==> config.mk <==
export PLATFORM = sky130hd
export DESIGN_NAME = flash_prog_guard
export DESIGN_NICKNAME = d
export VERILOG_FILES = /design/src/rtl/flash_prog_guard.sv
export SDC_FILE = /design/constraint.sdc
export NUM_CORES = 1
export LEC_CHECK = 0
export ABC_CLOCK_PERIOD_IN_PS = 1800
export BUFFER_PORTS_ARGS = -buffer_cell sky130_fd_sc_hd__buf_2
export CELL_PAD_IN_SITES_DETAIL_PLACEMENT = 0
export CELL_PAD_IN_SITES_GLOBAL_PLACEMENT = 1
export CORE_UTILIZATION = 17
export DETAILED_ROUTE_END_ITERATION = 10
export GPL_TIMING_DRIVEN = 0
export PLACE_DENSITY_LB_ADDON = 0.05
export SLEW_MARGIN = 30
export SYNTH_ARGS = -nofsm -noshare
export SYNTH_HDL_FRONTEND = slang
export SYNTH_SLANG_ARGS = --single-unit
==> constraint.sdc <==
create_clock -name clk -period 1.8 [get_ports clk]
set_input_delay 0.27 -clock clk [delete_from_list [all_inputs] [get_ports clk]]
set_output_delay 0.27 -clock clk [all_outputs]
set_load 0.01 [all_outputs]
==> src/rtl/flash_prog_guard.sv <==
module flash_prog_guard #(
  parameter int ADDR_W = 8,
  parameter int DATA_W = 8,
  parameter int UNLOCK_W = 4,
  parameter logic [ADDR_W-1:0] KEY_A_ADDR = 8'hC0,
  parameter logic [ADDR_W-1:0] KEY_B_ADDR = 8'hC1,
  parameter logic [DATA_W-1:0] KEY_A_VAL = 8'hA5,
  parameter logic [DATA_W-1:0] KEY_B_VAL = 8'h5A,
  parameter logic [UNLOCK_W-1:0] UNLOCK_CODE = 4'b0010
) (
  input  logic                clk,
  input  logic                ext_rst_n,
  input  logic                wdog_rst,
  input  logic                wr_en,
  input  logic                wr_src,
  input  logic [ADDR_W-1:0]   wr_addr,
  input  logic [DATA_W-1:0]   wr_data,
  input  logic                dbg_en,
  input  logic                preboot,
  input  logic                secure,
  input  logic [UNLOCK_W-1:0] unlock,
  input  logic                supply_ok,
  output logic                mode_active,
  output logic                cpu_halt,
  output logic                serial_irq_en,
  output logic                perm_read,
  output logic                perm_write,
  output logic                perm_mass_erase
);

  logic hard_rst, ser_wr, hit_a, hit_b, qualified;
  logic armed, active, sec_q;

  assign hard_rst  = !ext_rst_n || wdog_rst;
  assign ser_wr    = wr_en && wr_src;
  assign hit_a     = (wr_addr == KEY_A_ADDR) && (wr_data == KEY_A_VAL);
  assign hit_b     = (wr_addr == KEY_B_ADDR) && (wr_data == KEY_B_VAL);
  assign qualified = dbg_en && !preboot && (unlock == UNLOCK_CODE) && supply_ok;

  always_ff @(posedge clk) begin
    if (hard_rst) begin
      armed  <= 1'b0;
      active <= 1'b0;
      sec_q  <= 1'b0;
    end else if (!active && ser_wr) begin
      if (armed && hit_b && qualified) begin
        active <= 1'b1;
        sec_q  <= secure;
        armed  <= 1'b0;
      end else begin
        armed <= !armed && hit_a;
      end
    end
  end

  assign mode_active     = active;
  assign cpu_halt        = active;
  assign serial_irq_en   = !active;
  assign perm_mass_erase = active;
  assign perm_read       = active && !sec_q;
  assign perm_write      = active && !sec_q;

  // entry only from an armed sequence completed by a serial second key
  assert_entry_seq_R2: assert property (@(posedge clk) disable iff (hard_rst)
    $rose(active) |-> $past(armed) && $past(wr_en) && $past(wr_src)
                      && $past(wr_addr) == KEY_B_ADDR && $past(wr_data) == KEY_B_VAL);

  assert_entry_qual_R5: assert property (@(posedge clk) disable iff (hard_rst)
    $rose(active) |-> $past(dbg_en) && !$past(preboot)
                      && $past(unlock) == UNLOCK_CODE && $past(supply_ok));

  assert_sticky_R6: assert property (@(posedge clk) disable iff (hard_rst)
    active |=> active);

  assert_cpu_ignored_R4: assert property (@(posedge clk) disable iff (hard_rst)
    (wr_en && !wr_src) |=> $stable(armed) && $stable(active));

  assert_abort_R3: assert property (@(posedge clk) disable iff (hard_rst)
    (armed && ser_wr && !hit_b) |=> !armed && !active);

  assert_secure_perm_R8: assert property (@(posedge clk) disable iff (hard_rst)
    (active && $past(active) && $past(perm_read) == 1'b0) |-> !perm_read && !perm_write);

  assert_idle_perm_R9: assert property (@(posedge clk) disable iff (hard_rst)
    !active |-> !perm_read && !perm_write && !perm_mass_erase);

  assert_halt_R7: assert property (@(posedge clk) disable iff (hard_rst)
    $rose(cpu_halt) |-> $fell(serial_irq_en));

endmodule

---- After elaboration in Yosys (flattened, before gate mapping) ----
Cells that the tools add are included.
cells by class
  eq/ne operators ......................... 5
  mux-type cells .......................... 1
  reductions and logical operators ........ 18
operators by type and width
  cell                                           count
  == test 8 bit, second input constant           3
  logical AND 1 bit                              11
  == test 8 x 7 -> 1 bit, second input constant  1
  zero test 1 bit                                5
  == test 4 x 2 -> 1 bit, second input constant  1
  AND reduction 2 bit                            1
  logical OR 1 bit                               1
  two-way mux 1 bit                              1
storage, ports and cells
  register bits after elaboration ......... 3
  input bits .............................. 29
  output and inout port bits .............. 6

---- Logic depth before layout (Yosys ltp) ----
  word-level depth ........................ 6
  gate-level depth with buffers ........... 4
  mapped depth without buffers ............ 4

---- Worst setup path before layout ----
OpenSTA, ideal clock, no wires.
  path kind ............................... reg-to-reg
  from .................................... register active, in the netlist cpu_halt
  to ...................................... register sec_q
  setup time .............................. 0.070 ns
  arrival time ............................ 1.282 ns
  data required time ...................... 1.730 ns
  slack ................................... 0.448 ns
  cell stages (with the launch flop) ...... 5
  path buffers ............................ 0
  period minus slack after synthesis ...... 1.352 ns
  cells stage by stage .................... dfxtp_1 > and3b_1 > nand3_1 > or4_1 > a21oi_1
on the way
  cells in the longest elaborated chain, start to end .. 3
RTL lines
  item                           RTL line  RTL
  from (decl)                    32        logic armed, active, sec_q;
  from (signal assigned)         43        active <= 1'b0;
  from (signal assigned)         47        active <= 1'b1;
  zero test 1 bit                45        end else if (!active && ser_wr) begin
  logical AND 1 bit              45
  AND reduction 2 bit (no line)  --
  to (signal assigned)           48        sec_q <= secure;
  to (decl)                      32
No other way between the ends.
A chain may end at the register's enable or synchronous reset.

---- Worst setup path after layout ----
  from .................................... register active, in the netlist cpu_halt
  to ...................................... register active, in the netlist cpu_halt
on the way
  cells in the longest elaborated chain, start to end .. 3
RTL lines
  item                           RTL line
  zero test 1 bit                45
  logical AND 1 bit              45
  AND reduction 2 bit (no line)  --
No other way between the ends.

==> impl_metrics.py <==
metrics = {
    "run_status": {
        "outcome": "complete, no violations",
    },
    "critical_path": {
        "cp-end-kind": "register",
        "crit_fanout": 5,
        "r2r-start": "cpu_halt$_SDFFE_PP0P_",
        "crit_chain": "and3b_1 > nand3_1 > or3_2 > a21oi_1",
        "crit_type": "reg -> reg",
        "regToRegEndpoint": "cpu_halt$_SDFFE_PP0P_",
        "slowest_delay_ns": 0.48,
        "required_ns": 1.96,
        "ff2ff_setup_slack_ns": 0.35,
        "start_kind": "register",
        "cp_slowest_cell": "or3_2",
        "crit_arrival_ns": 1.62,
        "reg2reg_depth": 4,
    },
    "synthesis": {
        "synthesis.area_um2": 259.0,
        "seq_area_frac_synth_pct": 23.19,
        "syn_inst": 32,
        "yosys_warnings": 0,
        "ys_types": 19,
        "ys_ff_latch": 3,
        "avgSynthCellArea_um2": 8.094,
        "mappedNetlistNets": 61,
    },
    "die": {
        "die_x_um": 41.03,
        "die_area_um2": 1683,
        "start_util_pct": 18.96,
        "pin_count": 35,
        "fp.dieH_um": 41.03,
        "rows": 13,
        "core-area_um2": 1366,
    },
    "global_route": {
        "grt_pass1_wl_um": 1145,
        "antenna_found_initial": 0,
        "grt-ovfl-total": 0,
        "grt_pass1_vias": 300,
        "grt_usage_pct": 11.41,
        "grt_max_degree": 6,
    },
    "final_layout": {
        "area_growth_pct": 83.09,
        "num_antenna_cells": 0,
        "final_net_count": 100,
        "final_layout_size_suffix_gt1_share_pct": 60.00,
    },
    "routing": {
        "drt_first_pass_iters": 4,
        "wl_per_cell_um": 9.259,
        "ant_nets": 0,
        "totalWireLength_um": 787,
        "vias": 369,
        "avgViaCountPerCell": 4.341,
        "drt-initial-drc-count": 5,
        "drc": 0,
    },
    "sta": {
        "drv_slew": 0,
        "period_needed_ns": 1.455,
        "setup_tns_ns": 0,
        "slew-limit-headroom_pct": 82.44,
        "clock_skew_ns": 0.002285,
        "finalHoldViolCount": 0,
        "fin_crit_sh_pct": 80.83,
        "max_freq_mhz": 687.3,
        "rsz0062_at_grt": "false",
        "setup_viol": 0,
        "holdWs_ns": 0.3239,
        "worst_slew_pin_slew_ns": 0.2599,
    },
    "clock_network": {
        "clkLatencyLatePin_ns": 0.24,
        "cts_buffers": 3,
        "cts_resized": 0,
        "cts_hold_buf": 0,
        "htreeDepth": 1,
        "clk_pin_slew_ns": 0.04,
        "cts_tree": "done",
        "cts.sinks": 3,
        "cts.path.max_buffers": 2,
        "root_buffer": "clkbuf_4",
        "postCtsSetupBuffers": 0,
    },
    "job": {
        "maxCapViolCount": 0,
    },
    "worst_hold_path": {
        "min_from": "ext_rst_n",
        "holdPathStages": 3,
        "min_path_type": "in -> reg",
        "whs_endpoint": "armed$_SDFFE_PP0P_",
    },
    "power_and_ir_drop": {
        "leakagePower_uw": 0.0002506,
        "power.density_nw_per_um2": 491.2,
        "peakVddDrop_v": 0.0002643,
    },
    "place": {
        "place.gp.congestion": 0.6429,
        "dp.final_hpwl_um": 667.5,
        "portBuffers": 34,
    },
}
==> cells in the mapped netlist <==
| cell type | number | area share [%] |
|---|---|---|
| buf_4 | 3 | 8.7 |
| or3_2 | 1 | 2.9 |
| nand2b_1 | 1 | 2.4 |
| inv_1 | 3 | 4.3 |
| nor2_1 | 4 | 5.8 |
| o22a_1 | 1 | 3.4 |
| or4_1 | 1 | 2.9 |
| nor3_1 | 1 | 1.9 |
| nand4_1 | 1 | 2.4 |
| and4bb_1 | 1 | 4.8 |
| and4b_1 | 1 | 3.9 |
| nand3_1 | 2 | 3.9 |
| a21oi_1 | 2 | 3.9 |
| and4bb_2 | 1 | 4.8 |
| o31ai_1 | 1 | 2.9 |
| and3b_1 | 1 | 3.4 |
| dfxtp_1 | 3 | 23 |
| nor4bb_1 | 3 | 12 |
| nand3b_1 | 1 | 2.9 |
==> cells in the final DEF, fill, tap and decap left out <==
cell type  count
buf_2         34
nor2_1         4
inv_1          3
nor4bb_1       3
buf_4          3
dfxtp_1        3
clkbuf_4       3
nand3_1        2
a21oi_1        2
and4bb_1       1
nand3b_1       1
and4bb_2       1
nor3_1         1
and3b_1        1
and4b_1        1
nand4_1        1
o31ai_1        1
or4_1          1
nand2b_1       1
o22a_1         1
or3_2          1
clkbuf_1       1
==> logic make-up after synthesis <==
family	after synthesis	synth area share (%)
compound gates	4	10.15
buf+inv	6	13.04
simple gates	19	53.63
flops	3	23.19
==> routing by layer <==
metal,vias to the layer above,share of wire (%),global-route usage (%)
met5,-,0,0
met4,0,0,10.00
met3,0,12,3.261
met2,29,47,17.58
met1,147,41,12.58
li1,193,-,-
==> worst max-delay path by stage <==
stage,endpoint,from,slack (ns)
floorplan,sec_q$_SDFFE_PP0P_,cpu_halt$_SDFFE_PP0P_,0.45
detailed placement,cpu_halt$_SDFFE_PP0P_,preboot,0.32
global route,cpu_halt$_SDFFE_PP0P_,cpu_halt$_SDFFE_PP0P_,0.24
finish,cpu_halt$_SDFFE_PP0P_,cpu_halt$_SDFFE_PP0P_,0.35
CTS,cpu_halt$_SDFFE_PP0P_,cpu_halt$_SDFFE_PP0P_,0.31
global placement,cpu_halt$_SDFFE_PP0P_,preboot,0.28
==> critical path, delay by kind of cell (launching register included) <==
kind / cells / cell delay (ns)
AND/OR/NAND/NOR: 3 / 0.89
flip-flops: 1 / 0.33
AO/OA/AOI/OAI: 1 / 0.16
==> metrics by stage <==
stage | setup WS [ns] | power [uW] | util [%] | cells | cell area, um2
after floorplan | 0.4479 | 77.93 | - | 32 | 259.0
after global placement | 0.2798 | 108.8 | 32.78 | 81 | 447.9
after detailed placement | 0.3179 | 109.2 | 32.78 | 81 | 447.9
after CTS | 0.3129 | 239.9 | 34.71 | 85 | 474.2
after global routing | 0.2382 | 253.6 | 34.71 | 85 | 474.2
final | 0.3450 | 233.0 | 34.71 | 85 | 474.2
==> report_power, final <==
group | switching, uW | total (uW) | leakage, uW | internal (uW)
logic | 12.7 | 40.8 | 0.000211 | 28.2
clock network | 41.9 | 125 | 0.0000150 | 83.5
registers | 0.0000339 | 66.7 | 0.0000241 | 66.7
total | 54.5 | 233 | 0.000251 | 178
==> area by class of cell <==
cell class              count  area [um2]
fillers                   161       892.1
plain buffers               3       22.52
flip-flops and latches      3       60.06
repair buffers             34       170.2
multi-input cells          23       165.2
well taps                  15       18.77
inverters                   3       11.26
clock buffers               4       26.28
==> sequential cells by signal, summed over array words and instances, names as in the netlist <==
| name | flops |
|---|---|
| sec_q | 1 |
| cpu_halt | 1 |
| armed | 1 |
Power figures use the tool's default switching activity.
